$ cat src/rtl/pnp_cfg_pkg.sv
package pnp_cfg_pkg;
  timeunit 1ns; timeprecision 1ps;

  typedef enum logic {
    ST_WAIT_KEY = 1'b0,
    ST_CONFIG   = 1'b1
  } card_st_e;

  localparam logic [7:0] A_CMD    = 8'h02;
  localparam logic [7:0] A_WAKE   = 8'h03;
  localparam logic [7:0] A_DATA   = 8'h04;
  localparam logic [7:0] A_STAT   = 8'h05;
  localparam logic [7:0] A_CSN    = 8'h06;
  localparam logic [7:0] A_ACT    = 8'h30;
  localparam logic [7:0] A_RCHK   = 8'h31;
  localparam logic [7:0] A_MEMCTL = 8'h42;
  localparam logic [7:0] A_IRQN   = 8'h70;
  localparam logic [7:0] A_IRQT   = 8'h71;

  // command bit positions
  localparam int CMD_LDEV_RST = 0;
  localparam int CMD_WAIT_KEY = 1;
  localparam int CMD_CSN_CLR  = 2;

  localparam logic [7:0] RCHK_PAT_SET = 8'h55;
  localparam logic [7:0] RCHK_PAT_CLR = 8'hAA;

  function automatic logic [7:0] res_byte(input int unsigned idx);
    return 8'(idx * 29 + 26);
  endfunction
endpackage

$ cat src/rtl/pnp_cfg_field.sv
module pnp_cfg_field #(
  parameter int         W    = 1,
  parameter logic [7:0] ADDR = 8'h00,
  parameter logic [W-1:0] RST = '0
) (
  input  logic         clk_i,
  input  logic         rst_ni,
  input  logic         wr_i,
  input  logic [7:0]   addr_i,
  input  logic [W-1:0] wdata_i,
  input  logic         clr_i,
  output logic [W-1:0] q_o
);
  timeunit 1ns; timeprecision 1ps;

  always_ff @(posedge clk_i or negedge rst_ni) begin
    if (!rst_ni)                     q_o <= RST;
    else if (clr_i)                  q_o <= RST;
    else if (wr_i && addr_i == ADDR) q_o <= wdata_i;
  end
endmodule

$ cat src/rtl/pnp_card_ctl.sv
module pnp_card_ctl
  import pnp_cfg_pkg::*;
(
  input  logic       clk_i,
  input  logic       rst_ni,
  input  logic       key_seen_i,
  input  logic       wr_en_i,
  input  logic [7:0] addr_i,
  input  logic [7:0] wdata_i,
  output logic       cfg_o,
  output logic       wr_ok_o,
  output logic [7:0] csn_o,
  output logic       ldev_rst_o,
  output logic       restart_o
);
  timeunit 1ns; timeprecision 1ps;

  card_st_e st_q;
  logic     cmd_wr;

  assign cfg_o      = (st_q == ST_CONFIG);
  assign wr_ok_o    = wr_en_i && cfg_o;
  assign cmd_wr     = wr_ok_o && (addr_i == A_CMD);
  assign ldev_rst_o = cmd_wr && wdata_i[CMD_LDEV_RST];
  assign restart_o  = ldev_rst_o || (wr_ok_o && addr_i == A_WAKE);

  always_ff @(posedge clk_i or negedge rst_ni) begin
    if (!rst_ni)                               st_q <= ST_WAIT_KEY;
    else if (cmd_wr && wdata_i[CMD_WAIT_KEY])  st_q <= ST_WAIT_KEY;
    else if (st_q == ST_WAIT_KEY && key_seen_i) st_q <= ST_CONFIG;
  end

  always_ff @(posedge clk_i or negedge rst_ni) begin
    if (!rst_ni)                              csn_o <= 8'h00;
    else if (cmd_wr && wdata_i[CMD_CSN_CLR])  csn_o <= 8'h00;
    else if (wr_ok_o && addr_i == A_CSN)      csn_o <= wdata_i;
  end
endmodule

$ cat src/rtl/pnp_res_reader.sv
module pnp_res_reader
  import pnp_cfg_pkg::*;
#(
  parameter int RES_BYTES = 16,
  parameter int READY_LAT = 2
) (
  input  logic       clk_i,
  input  logic       rst_ni,
  input  logic       rd_i,
  input  logic       restart_i,
  output logic [7:0] data_o,
  output logic       ready_o
);
  timeunit 1ns; timeprecision 1ps;

  localparam int PTR_W = $clog2(RES_BYTES + 1);
  localparam int CNT_W = $clog2(READY_LAT + 1);
  localparam logic [PTR_W-1:0] PTR_END  = PTR_W'(RES_BYTES);
  localparam logic [CNT_W-1:0] CNT_LOAD = CNT_W'(READY_LAT - 1);

  logic [PTR_W-1:0] ptr_q;
  logic [CNT_W-1:0] cnt_q;
  logic             ready_q;
  logic             take;

  assign take    = rd_i && ready_q;
  assign ready_o = ready_q;
  assign data_o  = (ready_q && ptr_q != PTR_END) ? res_byte(32'(ptr_q)) : 8'h00;

  always_ff @(posedge clk_i or negedge rst_ni) begin
    if (!rst_ni) begin
      ptr_q   <= '0;
      cnt_q   <= '0;
      ready_q <= 1'b1;
    end else if (restart_i) begin
      ptr_q   <= '0;
      cnt_q   <= CNT_LOAD;
      ready_q <= 1'b0;
    end else if (take) begin
      if (ptr_q != PTR_END) ptr_q <= ptr_q + 1'b1;
      cnt_q   <= CNT_LOAD;
      ready_q <= 1'b0;
    end else if (cnt_q != '0) begin
      cnt_q <= cnt_q - 1'b1;
      if (cnt_q == CNT_W'(1)) ready_q <= 1'b1;
    end
  end
endmodule

$ cat src/rtl/pnp_ldev_regs.sv
module pnp_ldev_regs
  import pnp_cfg_pkg::*;
#(
  parameter int         IRQ_W        = 4,
  parameter logic       MEM16_RST    = 1'b0,
  parameter logic [1:0] IRQ_TYPE_RST = 2'b10
) (
  input  logic             clk_i,
  input  logic             rst_ni,
  input  logic             wr_i,
  input  logic [7:0]       addr_i,
  input  logic [7:0]       wdata_i,
  input  logic             clr_i,
  output logic             act_o,
  output logic [1:0]       rchk_o,
  output logic             mem16_o,
  output logic [IRQ_W-1:0] irqn_o,
  output logic [1:0]       irqt_o
);
  timeunit 1ns; timeprecision 1ps;

  pnp_cfg_field #(.W(1), .ADDR(A_ACT), .RST(1'b0)) u_act (
    .clk_i, .rst_ni, .wr_i, .addr_i, .wdata_i(wdata_i[0]), .clr_i, .q_o(act_o));

  pnp_cfg_field #(.W(2), .ADDR(A_RCHK), .RST(2'b00)) u_rchk (
    .clk_i, .rst_ni, .wr_i, .addr_i, .wdata_i(wdata_i[1:0]), .clr_i, .q_o(rchk_o));

  pnp_cfg_field #(.W(1), .ADDR(A_MEMCTL), .RST(MEM16_RST)) u_mem16 (
    .clk_i, .rst_ni, .wr_i, .addr_i, .wdata_i(wdata_i[1]), .clr_i, .q_o(mem16_o));

  pnp_cfg_field #(.W(IRQ_W), .ADDR(A_IRQN), .RST('0)) u_irqn (
    .clk_i, .rst_ni, .wr_i, .addr_i, .wdata_i(wdata_i[IRQ_W-1:0]), .clr_i, .q_o(irqn_o));

  pnp_cfg_field #(.W(2), .ADDR(A_IRQT), .RST(IRQ_TYPE_RST)) u_irqt (
    .clk_i, .rst_ni, .wr_i, .addr_i, .wdata_i(wdata_i[1:0]), .clr_i, .q_o(irqt_o));
endmodule

$ cat src/rtl/pnp_cfg_regs.sv
module pnp_cfg_regs
  import pnp_cfg_pkg::*;
#(
  parameter int         RES_BYTES    = 16,
  parameter int         READY_LAT    = 2,
  parameter int         IRQ_W        = 4,
  parameter logic       MEM16_RST    = 1'b0,
  parameter logic       MEM_UPPER    = 1'b1,
  parameter logic [1:0] IRQ_TYPE_RST = 2'b10
) (
  input  logic       clk_i,
  input  logic       rst_ni,
  input  logic       key_seen_i,
  input  logic       wr_en_i,
  input  logic       rd_en_i,
  input  logic [7:0] addr_i,
  input  logic [7:0] wdata_i,
  output logic [7:0] rdata_o,
  output logic       cfg_state_o,
  output logic [7:0] csn_o,
  output logic       dev_active_o,
  input  logic [7:0] io_dev_data_i,
  output logic       io_resp_o,
  output logic [7:0] io_rdata_o
);
  timeunit 1ns; timeprecision 1ps;

  logic             wr_ok, rd_ok, ldev_rst, restart;
  logic [7:0]       res_data;
  logic             res_ready;
  logic             act, mem16;
  logic [1:0]       rchk, irqt;
  logic [IRQ_W-1:0] irqn;
  logic [7:0]       rd_mux;

  pnp_card_ctl u_ctl (
    .clk_i, .rst_ni, .key_seen_i, .wr_en_i, .addr_i, .wdata_i,
    .cfg_o(cfg_state_o), .wr_ok_o(wr_ok), .csn_o,
    .ldev_rst_o(ldev_rst), .restart_o(restart));

  assign rd_ok = rd_en_i && cfg_state_o;

  pnp_res_reader #(.RES_BYTES(RES_BYTES), .READY_LAT(READY_LAT)) u_res (
    .clk_i, .rst_ni, .rd_i(rd_ok && addr_i == A_DATA), .restart_i(restart),
    .data_o(res_data), .ready_o(res_ready));

  pnp_ldev_regs #(.IRQ_W(IRQ_W), .MEM16_RST(MEM16_RST), .IRQ_TYPE_RST(IRQ_TYPE_RST)) u_ldev (
    .clk_i, .rst_ni, .wr_i(wr_ok), .addr_i, .wdata_i, .clr_i(ldev_rst),
    .act_o(act), .rchk_o(rchk), .mem16_o(mem16), .irqn_o(irqn), .irqt_o(irqt));

  always_comb begin
    case (addr_i)
      A_DATA:   rd_mux = res_data;
      A_STAT:   rd_mux = {7'b0, res_ready};
      A_CSN:    rd_mux = csn_o;
      A_ACT:    rd_mux = {7'b0, act};
      A_RCHK:   rd_mux = {6'b0, rchk};
      A_MEMCTL: rd_mux = {6'b0, mem16, MEM_UPPER};
      A_IRQN:   rd_mux = 8'(irqn);
      A_IRQT:   rd_mux = {6'b0, irqt};
      default:  rd_mux = 8'h00;
    endcase
  end

  always_ff @(posedge clk_i or negedge rst_ni) begin
    if (!rst_ni)      rdata_o <= 8'h00;
    else if (rd_en_i) rdata_o <= rd_ok ? rd_mux : 8'h00;
  end

  // range check applies only while the device is inactive
  assign dev_active_o = act;
  assign io_resp_o    = act || rchk[1];
  assign io_rdata_o   = act     ? io_dev_data_i :
                        rchk[1] ? (rchk[0] ? RCHK_PAT_SET : RCHK_PAT_CLR) : 8'h00;
endmodule

$ cat config.mk
export PLATFORM = sky130hd
export DESIGN_NAME = pnp_cfg_regs
export DESIGN_NICKNAME = d
export VERILOG_FILES = /design/src/rtl/pnp_cfg_pkg.sv /design/src/rtl/pnp_cfg_field.sv /design/src/rtl/pnp_card_ctl.sv /design/src/rtl/pnp_res_reader.sv /design/src/rtl/pnp_ldev_regs.sv /design/src/rtl/pnp_cfg_regs.sv
export SDC_FILE = /design/constraint.sdc
export NUM_CORES = 1
export LEC_CHECK = 0
export ABC_AREA = 1
export BUFFER_PORTS_ARGS = -buffer_cell sky130_fd_sc_hd__buf_4
export CAP_MARGIN = 25
export CORE_AREA = 2 2 92 94
export DETAILED_ROUTE_END_ITERATION = 6
export DIE_AREA = 0 0 94 96
export HOLD_SLACK_MARGIN = 0.12
export PLACE_DENSITY = 0.51
export SLEW_MARGIN = 20
export SYNTH_ARGS = -nofsm -noshare
export SYNTH_HDL_FRONTEND = slang
export SYNTH_SLANG_ARGS = --single-unit
$ cat constraint.sdc
create_clock -name clk_i -period 3.3 [get_ports clk_i]
set_input_delay 0.33 -clock clk_i [delete_from_list [all_inputs] [get_ports clk_i]]
set_output_delay 0.33 -clock clk_i [all_outputs]
set_load 0.05 [all_outputs]
==> metrics.md, run 1 <==
| Metric | Value |
|---|---|
| Status | completed |
| Fin. max-slew vios | 0 |
| Ys Warns | 0 |
| Flops & latches, synth | 35 |
| CTS clock-pin slew for the worst setup and hold paths | 0.08 ns |
| Reg-to-Reg Start | u_res.ptr_q[1] |
| Cell Pwr Density | 402 nW/um^2 |
| Area of the core | 8050 um^2 |
| Synth Area in XOR/XNOR | 2.22% |
| Final instance area | 3440 um^2 |
| Netlist cell types | 33 |
| Cell Count, Final, Fillers Out | 516 |
| Hold Fails Final Rpt | 0 |
| Slew HR | 68.0% |
| Count leader, synth | nand2_1 |
| Critical path startpoint category | flip-flop |
| Post-layout util | 42.7% |
| CTS max path bufs | 2 |
| Final period utilization | 91.7% |
| Post-DP Area | 3310 um^2 |
| Slew @ Worst Pin | 0.479 ns |
| Drc violations | 0 |
| Initial antenna violation count | 0 |
| Min Hold Slack | 0.253 ns |
| Die area | 9020 um^2 |
| Drt wl/cell | 12.2 um |
| Vias in the first global route | 2,372 |
| Maximum VDD drop | 0.141 mV |
| Pin count of the biggest net entering global routing | 36 |
| GRT Residual Overflow | 0 |
| Vias after detailed routing | 2,353 |
| Area delta synth->final | 24.4% |
| Critical Path Fanout Max | 7 |
| Simple-gate share of the synthesized area | 37.3% |
| WP data required | 3.48 ns |
| Starting Density | 34.3% |
| Synth Net Count | 403 |
| ANT cells | 0 |
| Final nets | 466 |
| First-pass GRT wire length | 11,000 um |
| Syn Inst Count | 347 |
| Ports | 56 |
| Placer's final routability congestion estimate | 0.835 |
| Adder-cell area share of the yosys netlist | 13.9% |
| Synth top area cells | dfrtp_1, nand2_1, ha_1 |
| H-tree depth | 2 |
| Syn_area_per_cell | 7.96 um^2 |
| FMAX | 330 MHz |
| Starting DRT DRC Count | 68 |
| Final Skew | 0.00818 ns |
| CP startpoint | u_res.ptr_q[1] |
| Sequential fraction of the synthesis area | 31.8% |
| Top FF cell, synth | dfrtp_1 |
| Synth cell count leaders | nand2_1, inv_1, nand3_1, dfrtp_1, ha_1 |
| Pleak | 1.92 nW |
| DR pass1 iterations | 4 |
| Hold Path Origin | key_seen_i |
| Die Width | 94 um |
| DP Wirelength | 5150 um |
| Post-Syn Area | 2760 um^2 |
| Antenna-violating nets left | 0 |
| Clk_lat worst skew | 0.29 ns |
| Synth Area in Compound Gates | 7.11% |
| Worst setup path category | reg2reg |
| Max Cap Viol | 0 |
| Layout cells sized above 1 | 27.3% |
| TritonCTS clock tree | yes |
| WP data arrival | 3.20 ns |
| Clock sink count | 35 |
| Crit end category | flip-flop |
| Cell accounting for the most synthesized area | dfrtp_1 |
| Finish-stage setup viols | 0 |
| Top cell type's share of synthesized area | 29.9% |
| Combinational family with the most area after synthesis | simple AND/OR/NAND/NOR gates |
| Num CTS Buffers | 5 |
| Post-Route WL | 6310 um |
| Hold WC Path Type | in2reg |
| Placed Cells | 507 |
| Die Ht | 96 um |
| Number of enable flip-flop cells after synthesis | 0 |
| FILL cells | 835 |
| IO buf count | 55 |
| GRT Total Usage | 15.4% |
| Vias/cell | 4.56 |
| Multiplexer area fraction after synthesis | 0% |
| Clock Tree Root | clkbuf_8 |
| RSZ-0062 raised after global routing | no |
| Setup TNS | 0 ns |
| FP Rows | 33 |
| Post-route minimum period | 3.03 ns |
| Synth async-reset ratio | 100% |
-- logic make-up after synthesis --
family                     Yosys count
and+or+nand+nor                    193
buffers and inverters               52
DFF                                 35
AOI/OAI and AO/OA                   33
adders and majority gates           27
xor gates and xnor gates             7
-- final timing paths --
| path | to | slack [ns] | cells past startpoint |
|---|---|---|---|
| setup / recovery | rdata_o[6] | 0.27 | 15 |
| hold / removal | u_ctl.cfg_o | 0.25 | 3 |
| setup reg to reg | rdata_o[6] | 0.27 | 15 |
| hold reg to reg | rdata_o[4] | 0.50 | 2 |
| max in group asynchronous | u_res.ptr_q[1] | 2.42 | 2 |
| min in group asynchronous | u_ctl.csn_o[3] | 0.53 | 2 |
-- power breakdown --
group          switching [mW]  internal (mW)  total (mW)
Combinational           0.295          0.199       0.494
Clock                   0.167          0.225       0.392
Sequential             0.0310          0.464       0.495
-- what timing repair did --
action,CTS,global route
hold buffers,1,0
endpoints found under the hold margin,33,0
resized for setup,0,1
setup endpoints to repair,0,2
setup buffers,0,0
-- worst max-delay path, stage by stage, from the launching register on --
cell      delay (ns)
dfrtp_2         0.43
inv_1           0.13
fa_1            0.55
inv_1           0.04
ha_1            0.26
inv_1           0.05
fa_1            0.53
inv_1           0.04
ha_1            0.34
a21oi_1         0.14
nand2_1         0.08
nor2_1          0.07
nand3b_1        0.10
nand2_1         0.05
nand2_1         0.05
nand2_1         0.05
-- layer usage --
metal / share of wire [%] / vias to the layer above / track usage, %
met5: 0 / - / 0
met4: 0.46 / 0 / 2.90
met3: 1.9 / 2 / 2.82
met2: 50 / 23 / 27.1
met1: 48 / 1093 / 19.9
li1: - / 1235 / -
-- sequential cells by signal, summed over array words and instances (netlist names) --
signal / flops
u_ldev.u_rchk.q_o: 2
u_res.ptr_q: 5
u_res.cnt_q: 2
u_ldev.u_irqn.q_o: 4
u_ctl.csn_o: 8
u_ldev.u_irqt.q_o: 2
u_ctl.cfg_o: 1
u_ldev.u_act.q_o: 1
rdata_o: 8
u_ldev.u_mem16.q_o: 1
u_res.ready_o: 1
-- stage by stage --
stage / setup WS [ns] / total power, mW
floorplan: 0.383 / 0.861
global placement: 0.274 / 0.992
detailed placement: 0.215 / 0.999
CTS: 0.199 / 1.40
global route: 0.0836 / 1.51
finish: 0.273 / 1.38
-- placed cells by master (no fill, tap or decap), types with 5 or more instances in the layout --
cell      instances
nand3_1          38
nand2_1          99
nand3_2           5
dfrtp_1          32
nor2_1           17
buf_4            57
o211ai_1          5
a21oi_1           6
inv_2             5
clkbuf_8          5
o21ai_1          17
inv_1            40
fa_1              6
ha_1             21
nand2_4           8
nand2_2           5
xor2_1            6
-- cell type report --
cell class	count	area, um^2	area share [%]
well taps	105	131	3.82
repair buffers	58	438	12.7
clock buffers	5	68.8	2.00
clock inverters	3	43.8	1.27
inverters	50	203	5.90
multi-input cells	260	1670	48.7
flip-flops and latches	35	880	25.6
(Power assumes the default switching activity.)
==> run 2: changes to the inputs <==
--- a/config.mk
+++ b/config.mk
@@ -8,11 +8,13 @@
 export ABC_AREA = 1
 export BUFFER_PORTS_ARGS = -buffer_cell sky130_fd_sc_hd__buf_4
 export CAP_MARGIN = 25
-export CORE_AREA = 2 2 92 94
+export CELL_PAD_IN_SITES_DETAIL_PLACEMENT = 1
+export CELL_PAD_IN_SITES_GLOBAL_PLACEMENT = 2
+export CORE_AREA = 2 2 96 98
 export DETAILED_ROUTE_END_ITERATION = 6
-export DIE_AREA = 0 0 94 96
+export DIE_AREA = 0 0 98 100
 export HOLD_SLACK_MARGIN = 0.12
-export PLACE_DENSITY = 0.51
+export PLACE_DENSITY = 0.76
 export SLEW_MARGIN = 20
 export SYNTH_ARGS = -nofsm -noshare
 export SYNTH_HDL_FRONTEND = slang
==> metrics.md, run 2 (synthesis results as in run 1) <==
| Metric | Value |
|---|---|
| Die area | 9800 um^2 |
| FMAX | 333 MHz |
| Post-route minimum period | 3.00 ns |
| Reg-to-Reg Start | u_res.ptr_q[1] |
| Worst R2R End | rdata_o[6] |
| Final Skew | 0.00619 ns |
| Most frequent cells in the layout | nand2_1, buf_4, inv_1 |
| Reg2reg path depth | 15 |
| Slew HR | 66.7% |
| Placed Cells | 513 |
| Top Family by Delay on Critical Path | adder cells |
| Maximum VDD drop | 0.160 mV |
| Vias/cell | 4.61 |
| Clk_lat worst skew | 0.30 ns |
| Pleak | 1.92 nW |
| CTS max path bufs | 2 |
| Worst path max stage delay | 0.54 ns |
| Worst hold path cell count | 3 |
| Hold Path Origin | key_seen_i |
| Largest regs | rdata_o x8, u_ctl.csn_o x8, u_res.ptr_q x5 |
| Ports | 56 |
| Finish-stage setup viols | 0 |
| Num CTS Buffers | 5 |
| Max Cap Viol | 0 |
| DP Wirelength | 5870 um |
| Critical Path Fanout Max | 7 |
| Pin count of the biggest net entering global routing | 36 |
| Area of the core | 8890 um^2 |
| TritonCTS clock tree | yes |
| Setup TNS | 0 ns |
| Final nets | 466 |
| Worst Hold Path EP | u_ctl.cfg_o |
| Clock Tree Root | clkbuf_8 |
| Switching fraction of total power | 36.2% |
| Commonest non-fill, non-tap cell in the layout | nand2_1 |
| Post-Route WL | 7340 um |
| CP max-delay cell | fa_1 |
| GRT Total Usage | 16.4% |
| Hold Fails Final Rpt | 0 |
| Die Ht | 100 um |
| WP data arrival | 3.19 ns |
| GRT Residual Overflow | 0 |
| Starting Density | 31.1% |
| FP Rows | 35 |
| Cell Count, Final, Fillers Out | 522 |
| Vias in the first global route | 2,691 |
| Initial antenna violation count | 0 |
| Starting DRT DRC Count | 36 |
| Clock sink count | 35 |
| Drc violations | 0 |
| DR pass1 iterations | 4 |
| Sequential share of power | 34.8% |
| Comb power frac | 35.7% |
| CP startpoint | u_res.ptr_q[1] |
| Vias after detailed routing | 2,408 |
| ANT cells | 0 |
| CTS clock-pin slew for the worst setup and hold paths | 0.08 ns |
| Crit end category | flip-flop |
| Worst setup path category | reg2reg |
| IO buf count | 55 |
| WP data required | 3.49 ns |
| Post-layout util | 38.8% |
| R2r setup slk | 0.30 ns |
| H-tree depth | 2 |
| Cell Chain, Critical Path | inv_2 > fa_1 > inv_1 > ha_1 > inv_1 > fa_1 > inv_1 > ha_1 > a21oi_1 > nand2_1 > nor2_1 > nand3b_1 > nand2_1 > nand2_1 > nand2_1 |
| Fin. max-slew vios | 0 |
| Die Width | 98 um |
| Critical path startpoint category | flip-flop |
| First-pass GRT wire length | 12,900 um |
| Antenna-violating nets left | 0 |
| Buf+Inv Stages, Crit Path | 4 |
| Area delta synth->final | 24.9% |
| RSZ-0062 raised after global routing | no |
| NetSw | 0.516 mW |
| Crit path top cell by count | nand2_1 |
| Drt wl/cell | 14.1 um |
| Hold WC Path Type | in2reg |
| Layout cells sized above 1 | 27.7% |
| P_int | 0.910 mW |
| Part of the power in the clock network | 29.5% |
| Cell Pwr Density | 413 nW/um^2 |
| Status | completed |
| Placer's final routability congestion estimate | 0.794 |
| Slew @ Worst Pin | 0.499 ns |
| Final period utilization | 91.0% |
==> run 2: layout make-up <==
type / instances / area [um^2]
clock buffer: 6 / 82.6
clock inverter: 2 / 35.0
fill: 1096 / 5440
inverter: 50 / 203
multi-input combinational: 260 / 1670
sequential: 35 / 881
tap: 111 / 139
timing repair buffer: 58 / 438
==> run 2: through the flow <==
stage	cell area, um^2	hold WS [ns]	setup slack, ns	power, mW
6_report	3450	0.253	0.297	1.43
5_1_grt	3450	0.270	0.0371	1.55
4_1_cts	3450	0.243	0.153	1.45
3_5_place_dp	3320	0.334	0.193	1.01
3_3_place_gp	3320	0.332	0.268	0.998
2_1_floorplan	2760	0.0344	0.383	0.861
==> run 2: how the worst max path moves through the flow <==
| stage | cells after the start | end |
|---|---|---|
| after floorplan | 15 | rdata_o[6] |
| after global placement | 15 | rdata_o[6] |
| after detailed placement | 15 | rdata_o[6] |
| after CTS | 15 | rdata_o[6] |
| after global routing | 14 | rdata_o[7] |
| final | 15 | rdata_o[6] |
==> run 2: worst register-to-register path: stages (launching register included) <==
cell and delay (ns):
dfrtp_2 0.43, inv_2 0.10, fa_1 0.54, inv_1 0.04, ha_1 0.26, inv_1 0.05, fa_1 0.53, inv_1 0.04
ha_1 0.34, a21oi_1 0.14, nand2_1 0.08, nor2_1 0.08, nand3b_1 0.11, nand2_1 0.05, nand2_1 0.05, nand2_1 0.05
==> run 2: metal layers <==
| metal | vias up | GRT usage, % | routed length [um] |
|---|---|---|---|
| met5 | - | 0 | 0 |
| met1 | 1131 | 20.4 | 3440 |
| met3 | 10 | 3.27 | 196 |
| met4 | 0 | 4.17 | 106 |
| met2 | 30 | 29.1 | 3600 |
| li1 | 1237 | - | - |
==> run 2: power groups by stage <==
stage          Clock [mW]  Sequential [mW]  Combinational (mW)
6_report            0.420            0.496               0.509
5_1_grt             0.447            0.503               0.599
4_1_cts             0.436            0.496               0.517
3_5_place_dp            0            0.503               0.509
3_3_place_gp            0            0.503               0.495
2_1_floorplan           0            0.524               0.337
==> run 2: timing repair <==
action	4_1_cts	5_1_grt
endpoints found under the setup margin	0	2
setup buffers	0	0
hold buffers	1	0
endpoints found under the hold margin	33	0
gates resized for setup	0	3
